File: src/rtl/adc_ring_pkg.sv
package adc_ring_pkg;
   localparam int RING_IDX_W_DEF  = 4;
   localparam int RING_DATA_W_DEF = 12;

   typedef enum logic {
      SEQ_SINGLE = 1'b0,
      SEQ_CONT   = 1'b1
   } seq_mode_e;
endpackage

File: src/rtl/ring_wr_ptr.sv
module ring_wr_ptr
   import adc_ring_pkg::*;
#(
   parameter int IDX_W = RING_IDX_W_DEF
) (
   input  logic             clk,
   input  logic             rst_n,
   input  logic             seq_start,
   input  logic             seq_restart,
   input  logic             cont_mode,
   input  logic [IDX_W-1:0] base_idx,
   input  logic             res_valid,
   output logic             wr_en,
   output logic [IDX_W-1:0] wr_slot,
   output logic [IDX_W-1:0] last_wr
);
   localparam logic [IDX_W-1:0] ONE = IDX_W'(1);

   generate
      if (IDX_W < 1) begin : g_bad_idx
         $error("ring_wr_ptr: IDX_W must be at least 1");
      end
   endgenerate

   seq_mode_e        mode;
   logic             reload;
   logic [IDX_W-1:0] wp_q;

   assign mode    = seq_mode_e'(cont_mode);
   assign reload  = seq_start | (seq_restart & (mode == SEQ_SINGLE));
   assign wr_slot = reload ? base_idx : wp_q;
   assign wr_en   = res_valid;

   always_ff @(posedge clk or negedge rst_n) begin
      if (!rst_n) begin
         wp_q    <= '0;
         last_wr <= '0;
      end else begin
         if (res_valid) begin
            wp_q    <= wr_slot + ONE;
            last_wr <= wr_slot;
         end else if (reload) begin
            wp_q    <= base_idx;
         end
      end
   end

   assert_last_follows_ptr_R6: assert property (@(posedge clk) disable iff (!rst_n)
      res_valid |=> (last_wr + ONE) == wp_q);

   assert_cont_keeps_ptr_R7: assert property (@(posedge clk) disable iff (!rst_n)
      (seq_restart && cont_mode && !seq_start && !res_valid) |=> $stable(wp_q));

   assert_start_loads_base_R5: assert property (@(posedge clk) disable iff (!rst_n)
      (seq_start && !res_valid) |=> wp_q == $past(base_idx));

   assert_single_reload_R8: assert property (@(posedge clk) disable iff (!rst_n)
      (seq_restart && !cont_mode && res_valid) |=> last_wr == $past(base_idx));
endmodule

File: src/rtl/ring_rd_idx.sv
module ring_rd_idx
   import adc_ring_pkg::*;
#(
   parameter int IDX_W = RING_IDX_W_DEF
) (
   input  logic             clk,
   input  logic             rst_n,
   input  logic             rd_strobe,
   input  logic             idx_wr,
   input  logic [IDX_W-1:0] idx_wdata,
   output logic [IDX_W-1:0] rd_idx
);
   localparam logic [IDX_W-1:0] ONE = IDX_W'(1);

   generate
      if (IDX_W < 1) begin : g_bad_idx
         $error("ring_rd_idx: IDX_W must be at least 1");
      end
   endgenerate

   always_ff @(posedge clk or negedge rst_n) begin
      if (!rst_n)         rd_idx <= '0;
      else if (idx_wr)    rd_idx <= idx_wdata;
      else if (rd_strobe) rd_idx <= rd_idx + ONE;
   end

   assert_idx_step_R3: assert property (@(posedge clk) disable iff (!rst_n)
      (rd_strobe && !idx_wr) |=> rd_idx == $past(rd_idx) + ONE);

   assert_idx_hold_R3: assert property (@(posedge clk) disable iff (!rst_n)
      (!rd_strobe && !idx_wr) |=> $stable(rd_idx));

   assert_idx_load_R4: assert property (@(posedge clk) disable iff (!rst_n)
      idx_wr |=> rd_idx == $past(idx_wdata));
endmodule

File: src/rtl/ring_store.sv
module ring_store
   import adc_ring_pkg::*;
#(
   parameter int DATA_W = RING_DATA_W_DEF,
   parameter int IDX_W  = RING_IDX_W_DEF
) (
   input  logic              clk,
   input  logic              rst_n,
   input  logic              wr_en,
   input  logic [IDX_W-1:0]  wr_slot,
   input  logic [DATA_W-1:0] wr_data,
   input  logic              rd_en,
   input  logic [IDX_W-1:0]  rd_slot,
   output logic [DATA_W-1:0] rd_data
);
   localparam int DEPTH = 1 << IDX_W;

   generate
      if (DATA_W < 1) begin : g_bad_data
         $error("ring_store: DATA_W must be at least 1");
      end
      if (IDX_W > 8) begin : g_too_deep
         $error("ring_store: IDX_W above 8 makes an oversized register ring");
      end
   endgenerate

   logic [DATA_W-1:0] ent [DEPTH];

   generate
      for (genvar i = 0; i < DEPTH; i++) begin : g_ent
         always_ff @(posedge clk or negedge rst_n) begin
            if (!rst_n)
               ent[i] <= '0;
            else if (wr_en && (wr_slot == IDX_W'(i)))
               ent[i] <= wr_data;
         end
      end
   endgenerate

   always_ff @(posedge clk or negedge rst_n) begin
      if (!rst_n)     rd_data <= '0;
      else if (rd_en) rd_data <= ent[rd_slot];
   end

   assert_rd_hold_R2: assert property (@(posedge clk) disable iff (!rst_n)
      !rd_en |=> $stable(rd_data));

   assert_rd_old_on_clash_R9: assert property (@(posedge clk) disable iff (!rst_n)
      (rd_en && wr_en && (rd_slot == wr_slot) && (wr_data != ent[rd_slot]))
      |=> rd_data != $past(wr_data));
endmodule

File: src/rtl/adc_result_ring.sv
module adc_result_ring
   import adc_ring_pkg::*;
#(
   parameter int DATA_W = RING_DATA_W_DEF,
   parameter int IDX_W  = RING_IDX_W_DEF
) (
   input  logic              clk,
   input  logic              rst_n,
   input  logic              seq_start,
   input  logic              seq_restart,
   input  logic              cont_mode,
   input  logic [IDX_W-1:0]  base_idx,
   input  logic              res_valid,
   input  logic [DATA_W-1:0] res_data,
   input  logic              rd_strobe,
   output logic [DATA_W-1:0] rd_data,
   input  logic              idx_wr,
   input  logic [IDX_W-1:0]  idx_wdata,
   output logic [IDX_W-1:0]  rd_idx,
   output logic [IDX_W-1:0]  last_wr
);
   logic             wr_en;
   logic [IDX_W-1:0] wr_slot;

   ring_wr_ptr #(.IDX_W(IDX_W)) u_wr (
      .clk(clk), .rst_n(rst_n),
      .seq_start(seq_start), .seq_restart(seq_restart), .cont_mode(cont_mode),
      .base_idx(base_idx), .res_valid(res_valid),
      .wr_en(wr_en), .wr_slot(wr_slot), .last_wr(last_wr)
   );

   ring_rd_idx #(.IDX_W(IDX_W)) u_rd (
      .clk(clk), .rst_n(rst_n),
      .rd_strobe(rd_strobe), .idx_wr(idx_wr), .idx_wdata(idx_wdata),
      .rd_idx(rd_idx)
   );

   ring_store #(.DATA_W(DATA_W), .IDX_W(IDX_W)) u_mem (
      .clk(clk), .rst_n(rst_n),
      .wr_en(wr_en), .wr_slot(wr_slot), .wr_data(res_data),
      .rd_en(rd_strobe), .rd_slot(rd_idx), .rd_data(rd_data)
   );

   assert_reset_clear_R1: assert property (@(posedge clk)
      $rose(rst_n) |-> (rd_idx == '0 && last_wr == '0 && rd_data == '0));
endmodule

File: config.mk
export PLATFORM = sky130hd
export DESIGN_NAME = adc_result_ring
export DESIGN_NICKNAME = d
export VERILOG_FILES = /design/src/rtl/adc_ring_pkg.sv /design/src/rtl/ring_wr_ptr.sv /design/src/rtl/ring_rd_idx.sv /design/src/rtl/ring_store.sv /design/src/rtl/adc_result_ring.sv
export SDC_FILE = /design/constraint.sdc
export NUM_CORES = 1
export LEC_CHECK = 0
export BUFFER_PORTS_ARGS = -buffer_cell sky130_fd_sc_hd__buf_2
export CORE_MARGIN = 1
export CORE_UTILIZATION = 40
export CTS_CLUSTER_SIZE = 10
export DETAILED_ROUTE_END_ITERATION = 7
export HOLD_SLACK_MARGIN = 0.12
export PLACE_DENSITY_LB_ADDON = 0.08
export REMOVE_ABC_BUFFERS = 1
export SYNTH_ARGS = -nofsm -noshare
export SYNTH_HDL_FRONTEND = slang
export SYNTH_HIERARCHICAL = 1
export SYNTH_SLANG_ARGS = --single-unit
File: constraint.sdc
create_clock -name clk -period 3 [get_ports clk]
set_clock_uncertainty 0.1 [all_clocks]
set_input_delay 0.75 -clock clk [delete_from_list [all_inputs] [get_ports clk]]
set_output_delay 0.75 -clock clk [all_outputs]
set_load 0.01 [all_outputs]
==> results of run 1 <==
[routing by layer]
| layer | up-vias | global-route usage [%] | wire, um |
|---|---|---|---|
| li1 | 2443 | - | - |
| met3 | 41 | 2.55 | 597 |
| met1 | 3012 | 26.1 | 10500 |
| met5 | - | 0 | 0 |
| met2 | 76 | 32.6 | 11800 |
| met4 | 0 | 5.81 | 651 |
[sequential cells by signal, indices dropped and copies added (netlist names)]
register / count
u_mem/ent: 192
u_wr/wp_q: 4
u_rd/rd_idx: 4
u_mem/rd_data: 12
u_wr/last_wr: 4
[kinds of logic (layout without fill, tap and decap cells)]
kind of cell,count (synthesis),after routing,share of synthesized area [%]
multiplexers,262,262,36.4
XOR/XNOR,10,10,0.959
buffers and inverters,49,126,2.97
adder cells (fa/ha/maj),1,1,0.126
AND/OR/NAND/NOR,53,53,2.79
AO/OA/AOI/OAI,31,31,2.28
flip-flops,216,216,54.5
[worst paths after layout]
path | start | to | slack, ps | cells past startpoint
worst min register to register | u_mem/ent[76] | u_mem/ent[76] | 400 | 1
worst max register to register | u_rd/rd_idx[3] | u_mem/rd_data[1] | 610 | 3
worst min-delay path | rst_n | u_mem/ent[174] | 160 | 1
min in group clk | idx_wdata[0] | u_rd/rd_idx[0] | 350 | 3
worst max-delay path | u_rd/rd_idx[3] | rd_idx[3] | 500 | 1
max in group asynchronous | rst_n | u_mem/ent[76] | 1870 | 2
[synth_stat cells]
library cell	count	area [um^2]
xor2_1	4	35.0
and2_1	1	6.26
nor3b_2	1	12.5
buf_6	8	90.1
nand2_1	11	41.3
or2_2	1	6.26
and3_1	1	6.26
inv_1	1	3.75
buf_2	16	80.1
nand2b_1	4	25.0
mux2_2	166	1870
nand4_1	2	12.5
a221oi_1	12	105
mux2_4	35	526
nand3b_1	3	22.5
mux2i_1	13	130
mux4_2	48	1080
o22ai_1	12	75.1
dfrtp_1	216	5410
a21oi_4	1	16.3
nand4_2	1	12.5
buf_1	1	3.75
ha_1	1	12.5
o21ai_0	6	30.0
nand3_1	3	15.0
nor2_1	22	82.6
xor2_2	1	16.3
xnor2_1	5	43.8
clkbuf_1	17	63.8
buf_8	1	15.0
buf_4	5	37.5
or3_4	3	33.8
[cell usage in the layout (no fill, tap or decap), types with 3 or more instances in the layout]
master	Yosys	routed
o21ai_0	6	6
nand3b_1	3	3
clkbuf_8	0	4
buf_4	5	30
a221oi_1	12	12
dfrtp_1	216	214
nor2_1	22	22
mux2_4	35	35
clkbuf_1	17	9
xnor2_1	5	5
xor2_1	4	4
clkbuf_16	0	27
o22ai_1	12	12
mux2i_1	13	13
nand2b_1	4	4
buf_12	0	9
or3_4	3	3
buf_2	16	46
mux2_2	166	166
nand3_1	3	3
nand2_1	11	11
mux4_2	48	48
[per-stage QoR]
stage                     setup slack, ps  instances  hold slack, ps  area, um^2  util, %
final                                 501       1023             160       11400     47.0
after global routing                  422       1023             222       11400     47.0
after CTS                             445       1023             213       11400     47.0
after detailed placement              104        984             389       10700     43.9
after global placement                133        984             382       10700     43.9
after floorplan                       172        574             354        9630        -
[final cells by class]
class	count	area, um^2
Clock buffer	39	751
Timing Repair Buffer	86	649
Sequential cell	216	5410
Fill cell	2122	12900
Inverter	1	3.75
Tap cell	324	405
Multi-Input combinational cell	357	4220
[power breakdown]
part	switching [mW]	total, mW	internal [mW]
registers	0.675	4.85	4.18
logic	0.960	2.75	1.79
clock network	1.13	2.82	1.69
total	2.77	10.4	7.66
==> impl_results.md, run 1 <==
- Total track usage: 19.3%
- Setup TNS: 0 ps
- Period utilization: 83.3%
- CP max stage delay: 870 ps
- Power Total: 10.4 mW
- Pin count of the biggest net entering global routing: 86
- DR pass1 iterations: 6
- Crit Path Max Fanout: 14
- Chip width: 159 um
- Leak: 5.00 nW
- Core ar.: 0.0243 mm^2
- RSZ-0062 raised after global routing: no
- Minimum clock period: 2500 ps
- Synthesized area per cell: 15.9 um^2
- # resized after CTS: 0
- Mean routed wirelength per cell: 23.0 um
- First-pass GRT wire length: 37.4 mm
- First DRT Iteration DRCs: 285
- Antenna diode count: 0
- Vias in the first global route: 6206
- Cells after Synth: 622
- Setup bufs post-CTS: 0
- Initial antenna violation count: 0
- Root buf cell: clkbuf_16
- Post-DRT Antenna Nets: 0
- H-tree level count: 1
- Final Hold Fails: 0
- Clock slew at reported path FFs: 50 ps
- Worst Setup End Kind: primary output
- Share of layout cells above drive strength 1: 53.6%
- Hold buffers post-CTS: 0
- Netlist cell types: 32
- Crit-path leading delay family: flip-flops
- Syn Std Cell Area: 0.00992 mm^2
- Critical path cell sequence: buf_2
- Synth warn: 6
- Status: finished clean
- Maximum VDD drop: 431 uV
- CTS max path bufs: 3
- Worst Max-Slew Pin Slew: 822 ps
- Sequential area share after synthesis: 54.5%
- Initial Util: 40.8%
- WP data required: 2150 ps
- Final max-slew violation count: 0
- Max cap viols: 0
- CTS sink count: 216
- Die Y: 159 um
- Drt total wl: 23.5 mm
- Final GP Congestion: 0.779
- P&R area growth vs syn: 15.3%
- Slew headroom: 45.2%
- Slowest stage cell, crit path: dfrtp_1
- CP arrival: 1650 ps
- HPWL after DPL: 15.3 mm
- Io pins: 48
- Input/output buffers: 47
- Number of vias per cell: 5.45
- Worst min path class: in2async
- # DRC: 0
- Synthesized flop and latch total: 216
- Row count: 57
- Total CTS buffers: 26
- CTS tree: built
- Total Nets Final: 717
- Crit Path Category: reg2out
- CP Launch Type: flop
- Gr ovfl total: 0
- PwrDens: 912 mW/mm^2
- Max Clock Freq: 400 MHz
- Sum of buffers and inverters on the critical path: 1
- Vias post-DR: 5572
- Die area: 0.0254 mm^2
- Worst-skew pair later-pin latency: 520 ps
- Final Setup Violations: 0
(Power assumes the default switching activity.)
==> run 2, diff against run 1 <==
==> constraint.sdc (replaced) <==
create_clock -name clk -period 2.33 [get_ports clk]
set_clock_uncertainty 0.1 [all_clocks]
set_input_delay 0.5825 -clock clk [delete_from_list [all_inputs] [get_ports clk]]
set_output_delay 0.5825 -clock clk [all_outputs]
set_load 0.01 [all_outputs]
==> run 2 against run 1 <==
Net effect:
- worst setup slack worse by 390 ps
- wire length is 1.6% higher
- critical path depth is 7 higher
- cell count is 1.6% higher
- sequential share of layout area is 0.55 points lower
- worst hold slack better by 11 ps
- clock-buffer cell count stayed put
- core utilization is 0.56 points higher
- via count is 1.3% higher
- final area is 1.2% higher
- global-route usage is 0.40 points higher
- register-to-register slack worse by 390 ps
- critical path type is now in2reg
- largest cell class unchanged
==> impl_results.md, run 2 (same netlist as run 1, synthesis figures left out) <==
- Status: finished clean
- Commonest non-fill, non-tap cells in the layout: dfrtp_1, mux2_2, mux4_2
- Die area: 0.0254 mm^2 (unchanged)
- Drt total wl: 23.9 mm (+1.6%)
- Commonest non-fill, non-tap cell in the layout: dfrtp_1
- First DRT Iteration DRCs: 255 (-11%)
- CP Launch Type: input port
- Worst-skew pair later-pin latency: 510 ps (about the same)
- Setup bufs post-CTS: 0 (unchanged)
- Maximum VDD drop: 671 uV (+56%)
- Vias post-DR: 5644 (+1.3%)
- Setup TNS: 0 ps (unchanged)
- Biggest regs: u_mem/ent: 192 flops, u_mem/rd_data: 12 flops
- Share of layout cells above drive strength 1: 54.5% (+0.90 points)
- Comb pwr share: 26.9% (+0.5 points)
- P&R area growth vs syn: 16.7%
- Hold buffers post-CTS: 1 (+1)
- Antenna diode count: 0 (unchanged)
- WP data required: 2620 ps (+470 ps)
- Pin count of the biggest net entering global routing: 57 (-34%)
- Max reg flops: 192 (unchanged)
- Final Setup Violations: 0 (unchanged)
- Max Clock Freq: 451 MHz
- Critical path cell sequence: buf_2, a21oi_4, buf_4, mux2_4, nand2b_1, nor2_1, buf_4, mux2_2
- Leak: 5.09 nW (+1.8%)
- Worst Setup End Kind: flop
- Crit Path Max Fanout: 8 (-6)
- Input/output buffers: 47 (unchanged)
- Row count: 57 (unchanged)
- Cell mode on critical path: buf_4
- Clock slew at reported path FFs: 60 ps (about the same)
- Worst Max-Slew Pin Slew: 807 ps (-15.0 ps)
- Vias in the first global route: 6321 (+1.9%)
- Period utilization: 95.1%
- Total track usage: 19.7% (+0.40 points)
- Slew headroom: 46.2% (+1.0 points)
- Worst min path class: in2reg
- Initial Util: 40.8% (unchanged)
- Slowest stage cell, crit path: mux2_2
- HPWL after DPL: 15.9 mm (+4.0%)
- Fillers: 2134 (+0.57%)
- Clk network pwr share: 26.9% (about the same)
- Final Hold Fails: 0 (unchanged)
- RSZ-0062 raised after global routing: no
- Cell internal pwr: 9.91 mW (+29%)
- CP max stage delay: 350 ps (-520 ps)
- DR pass1 iterations: 4 (-2)
- Number of vias per cell: 5.43 (-0.27%)
- Die Y: 159 um (unchanged)
- CTS max path bufs: 3 (unchanged)
- Io pins: 48 (unchanged)
- CP arrival: 2510 ps (+860 ps)
- Final GP Congestion: 0.824 (+5.8%)
- CTS tree: built
- Hold depth: 3
- Sw Ratio: 26.3% (-0.23 points)
- # DRC: 0 (unchanged)
- H-tree level count: 1 (unchanged)
- Reg2Reg Depth: 5 (+2)
- Final max-slew violation count: 0 (unchanged)
- Largest Register: u_mem/ent
- Root buf cell: clkbuf_16
- Crit Path Category: in2reg
- First-pass GRT wire length: 38.2 mm (+2.2%)
- Total Nets Final: 733 (+2.2%)
- CTS sink count: 216 (unchanged)
- # resized after CTS: 0 (unchanged)
- Hold Slack: 171 ps (+11.0 ps)
- Initial antenna violation count: 0 (unchanged)
- Post-DRT Antenna Nets: 0 (unchanged)
- Chip width: 159 um (unchanged)
- Flop pwr share: 46.3% (-0.2 points)
- Mean routed wirelength per cell: 23.0 um (about the same)
- Max cap viols: 0 (unchanged)
- PwrDens: 1160 mW/mm^2 (+27%)
- Switch Pwr: 3.53 mW (+28%)
- Minimum clock period: 2220 ps
- Total CTS buffers: 26 (unchanged)
- Gr ovfl total: 0 (unchanged)
- Core ar.: 0.0243 mm^2 (unchanged)
==> run 2: cell types whose count changed in the layout (fill, tap and decap cells not counted), sizes merged <==
cell / change
buf: +15
dlygate4sd3: +1
==> run 2: through the flow <==
step	util, %	power, mW	area, um^2	setup slack [ps]	instances
floorplan	-	8.73	9630	-498	574
global placement	44.4	9.73	10800	-387	999
detailed placement	44.4	9.93	10800	-391	999
CTS	47.6	13.6	11600	143	1039
global route	47.6	14.2	11600	67.8	1039
finish	47.6	13.4	11600	115	1039
==> run 2: worst paths after layout <==
kind                                     to  slack, ps           start
min in group asynchronous     u_mem/ent[78]        520           rst_n
max                           u_mem/ent[35]        110     seq_restart
min                          u_rd/rd_idx[2]        170    idx_wdata[2]
min reg2reg                   u_mem/ent[54]        400   u_mem/ent[54]
max in group asynchronous    u_rd/rd_idx[1]        910           rst_n
max reg2reg                u_mem/rd_data[2]        220  u_rd/rd_idx[2]
==> run 2: critical path, delay by kind of cell <==
kind	cells	cell delay [ps]
and+or+nand+nor	2	480
AOI/OAI and AO/OA	1	200
muxes	2	690
buffers and inverters	3	550
==> run 2: area by class of cell <==
type	count	area, um^2	area share (%)
repair buffers	102	785	6.78
flip-flops and latches	216	5410	46.7
well taps	324	405	3.50
inverters	1	3.75	0.0324
multi-input cells	357	4220	36.4
clock buffers	39	751	6.49
==> run 2: power by group through the flow <==
stage	clock network, mW	logic [mW]	registers (mW)
3_5_place_dp	0	3.65	6.28
2_1_floorplan	0	2.64	6.10
3_3_place_gp	0	3.55	6.18
5_1_grt	3.89	3.91	6.44
4_1_cts	3.74	3.67	6.23
6_report	3.61	3.61	6.22
==> run 2: metal layers <==
metal	up-vias	track usage [%]	share of wire [%]
li1	2472	-	-
met1	3007	27.1	44
met2	124	32.8	49
met3	41	2.79	4.3
met4	0	5.59	2.3
met5	-	0	0
==> run 3, diff against run 2 <==
--- a/config.mk
+++ b/config.mk
@@ -12,6 +12,7 @@
 export DETAILED_ROUTE_END_ITERATION = 7
 export HOLD_SLACK_MARGIN = 0.12
 export PLACE_DENSITY_LB_ADDON = 0.08
+export RECOVER_POWER = 50
 export REMOVE_ABC_BUFFERS = 1
 export SYNTH_ARGS = -nofsm -noshare
 export SYNTH_HDL_FRONTEND = slang
==> run 3 against run 2 <==
Net effect:
- register-to-register slack got worse by 40 ps
- clock-buffer cell count stayed put
- worst hold slack got worse by 0.65 ps
- final area fell by 0.66%
- sequential share of layout area up 0.31 points
- sequential cell count unchanged
- clock power about the same
- worst setup slack worse by 48 ps
- sequential power hardly changed
- non-clock buffer count stayed put
- cell count unchanged
- critical path type unchanged
- critical endpoint unchanged
- largest power group unchanged
==> impl_results.md, run 3 (same netlist as run 1, synthesis figures left out) <==
- Setup TNS: 0 ps (unchanged)
- Minimum clock period: 2260 ps (+47.8 ps)
- First-pass GRT wire length: 38.2 mm (unchanged)
- CP max stage delay: 360 ps (about the same)
- Share of layout cells above drive strength 1: 54.1% (-0.42 points)
- Pin count of the biggest net entering global routing: 57 (unchanged)
- H-tree level count: 1 (unchanged)
- Worst-skew pair later-pin latency: 510 ps (about the same)
- Critical path cell sequence: buf_2, a21oi_4, clkbuf_1, mux2_4, nand2b_1, nor2_1, buf_4, mux2_2
- Number of vias per cell: 5.44 (+0.19%)
- Commonest non-fill, non-tap cells in the layout: dfrtp_1, mux2_2, mux4_2
- Setup bufs post-CTS: 0 (unchanged)
- Gr ovfl total: 0 (unchanged)
- Hold buffers post-CTS: 1 (unchanged)
- Row count: 57 (unchanged)
- Crit-path leading delay family: multiplexers
- Initial Util: 40.8% (unchanged)
- Largest Register: u_mem/ent
- Die Y: 159 um (unchanged)
- Max Clock Freq: 442 MHz (-2.1%)
- Die area: 0.0254 mm^2 (unchanged)
- Cell area after layout: 0.0115 mm^2 (-0.66%)
- First DRT Iteration DRCs: 258 (+1.2%)
- Total Nets Final: 733 (unchanged)
- DR pass1 iterations: 4 (unchanged)
- Fillers: 2146 (+0.56%)
- Slowest stage cell, crit path: mux2_4
- Max cap viols: 0 (unchanged)
- Vias post-DR: 5655 (+0.19%)
- Worst Max-Slew Pin Slew: 977 ps (+170 ps)
- Post-DP Area: 0.0108 mm^2 (unchanged)
- Leak: 5.05 nW (-0.66%)
- Crit Path Category: in2reg
- Input/output buffers: 47 (unchanged)
- CTS tree: built
- Final GP Congestion: 0.824 (unchanged)
- Antenna diode count: 0 (unchanged)
- # DRC: 0 (unchanged)
- Reg area: 0.00541 mm^2 (unchanged)
- Io pins: 48 (unchanged)
- Post-DRT Antenna Nets: 0 (unchanged)
- Biggest regs: u_mem/ent: 192 flops, u_mem/rd_data: 12 flops
- CTS max path bufs: 3 (unchanged)
- WP data required: 2620 ps (about the same)
- # resized after CTS: 0 (unchanged)
- Sum of buffers and inverters on the critical path: 3 (unchanged)
- Final Setup Violations: 0 (unchanged)
- Initial antenna violation count: 0 (unchanged)
- Status: finished clean
- Worst Setup End Kind: flop
- CP arrival: 2560 ps (+50 ps)
- Final max-slew violation count: 0 (unchanged)
- PwrDens: 1170 mW/mm^2 (+0.54%)
- Max reg flops: 192 (unchanged)
- P&R area growth vs syn: 15.9%
- Total CTS buffers: 26 (unchanged)
- HPWL after DPL: 15.9 mm (unchanged)
- Final Hold Fails: 0 (unchanged)
- CTS sink count: 216 (unchanged)
- CP Launch Type: input port
- Worst min path class: in2reg
- Slew headroom: 34.9% (-11 points)
- Area occupied by multi-input gates: 0.00421 mm^2 (about the same)
- Vias in the first global route: 6321 (unchanged)
- Drt total wl: 23.9 mm (about the same)
- Core ar.: 0.0243 mm^2 (unchanged)
- Clock slew at reported path FFs: 60 ps (about the same)
- Maximum VDD drop: 668 uV (-0.43%)
- Mean routed wirelength per cell: 23.0 um (about the same)
- Commonest non-fill, non-tap cell in the layout: dfrtp_1
- Total track usage: 19.7% (unchanged)
- Chip width: 159 um (unchanged)
- RSZ-0062 raised after global routing: no
- Fin util: 47.3% (-0.31 points)
- Period utilization: 97.1% (+2.1 points)
- Crit Path Max Fanout: 8 (unchanged)
- Root buf cell: clkbuf_16
==> run 3: cell count changes in the layout (fill, tap and decap cells not counted), sizes merged <==
cell    delta
clkbuf     +9
buf        -9
==> run 3: cell type report <==
| class | instances | area share, % |
|---|---|---|
| multi-input combinational | 357 | 36.7 |
| tap | 324 | 3.53 |
| sequential | 216 | 47.1 |
| timing repair buffer | 102 | 6.19 |
| inverter | 1 | 0.0327 |
| clock buffer | 39 | 6.53 |
==> run 3: routing by layer <==
layer | GRT usage (%) | part of all wire, %
met5 | 0 | 0
met4 | 5.59 | 2.2
met3 | 2.79 | 3.7
met2 | 32.8 | 50
met1 | 27.1 | 45
==> run 3: per-stage QoR <==
step,setup WS (ps),total power [mW],std cells,hold slack (ps)
2_1_floorplan,-498,8.73,574,187
3_3_place_gp,-387,9.73,999,382
3_5_place_dp,-391,9.93,999,389
4_1_cts,143,13.6,1039,153
5_1_grt,38.3,14.2,1039,192
6_report,66.7,13.4,1039,171
==> run 3: power breakdown <==
group | internal [mW] | switching [mW]
Sequential | 5.38 | 0.842
Clock | 2.18 | 1.44
Combinational | 2.33 | 1.25
Total | 9.89 | 3.54
==> run 3: tightest hold or removal path, cell delays in order <==
cell and delay [ps]:
buf_2 70, nand2_1 30, o21ai_0 60
==> run 3: path summary, 6_finish.rpt <==
check	slack, ps	endpoint	startpoint	cells past startpoint
worst max-delay path	70	u_mem/ent[35]	seq_restart	8
worst min-delay path	170	u_rd/rd_idx[2]	idx_wdata[2]	3
worst max register to register	180	u_mem/ent[52]	u_wr/wp_q[2]	5
worst min register to register	400	u_mem/ent[2]	u_mem/ent[2]	1
max in group asynchronous	290	u_mem/ent[81]	rst_n	3
min in group asynchronous	500	u_mem/ent[78]	rst_n	2
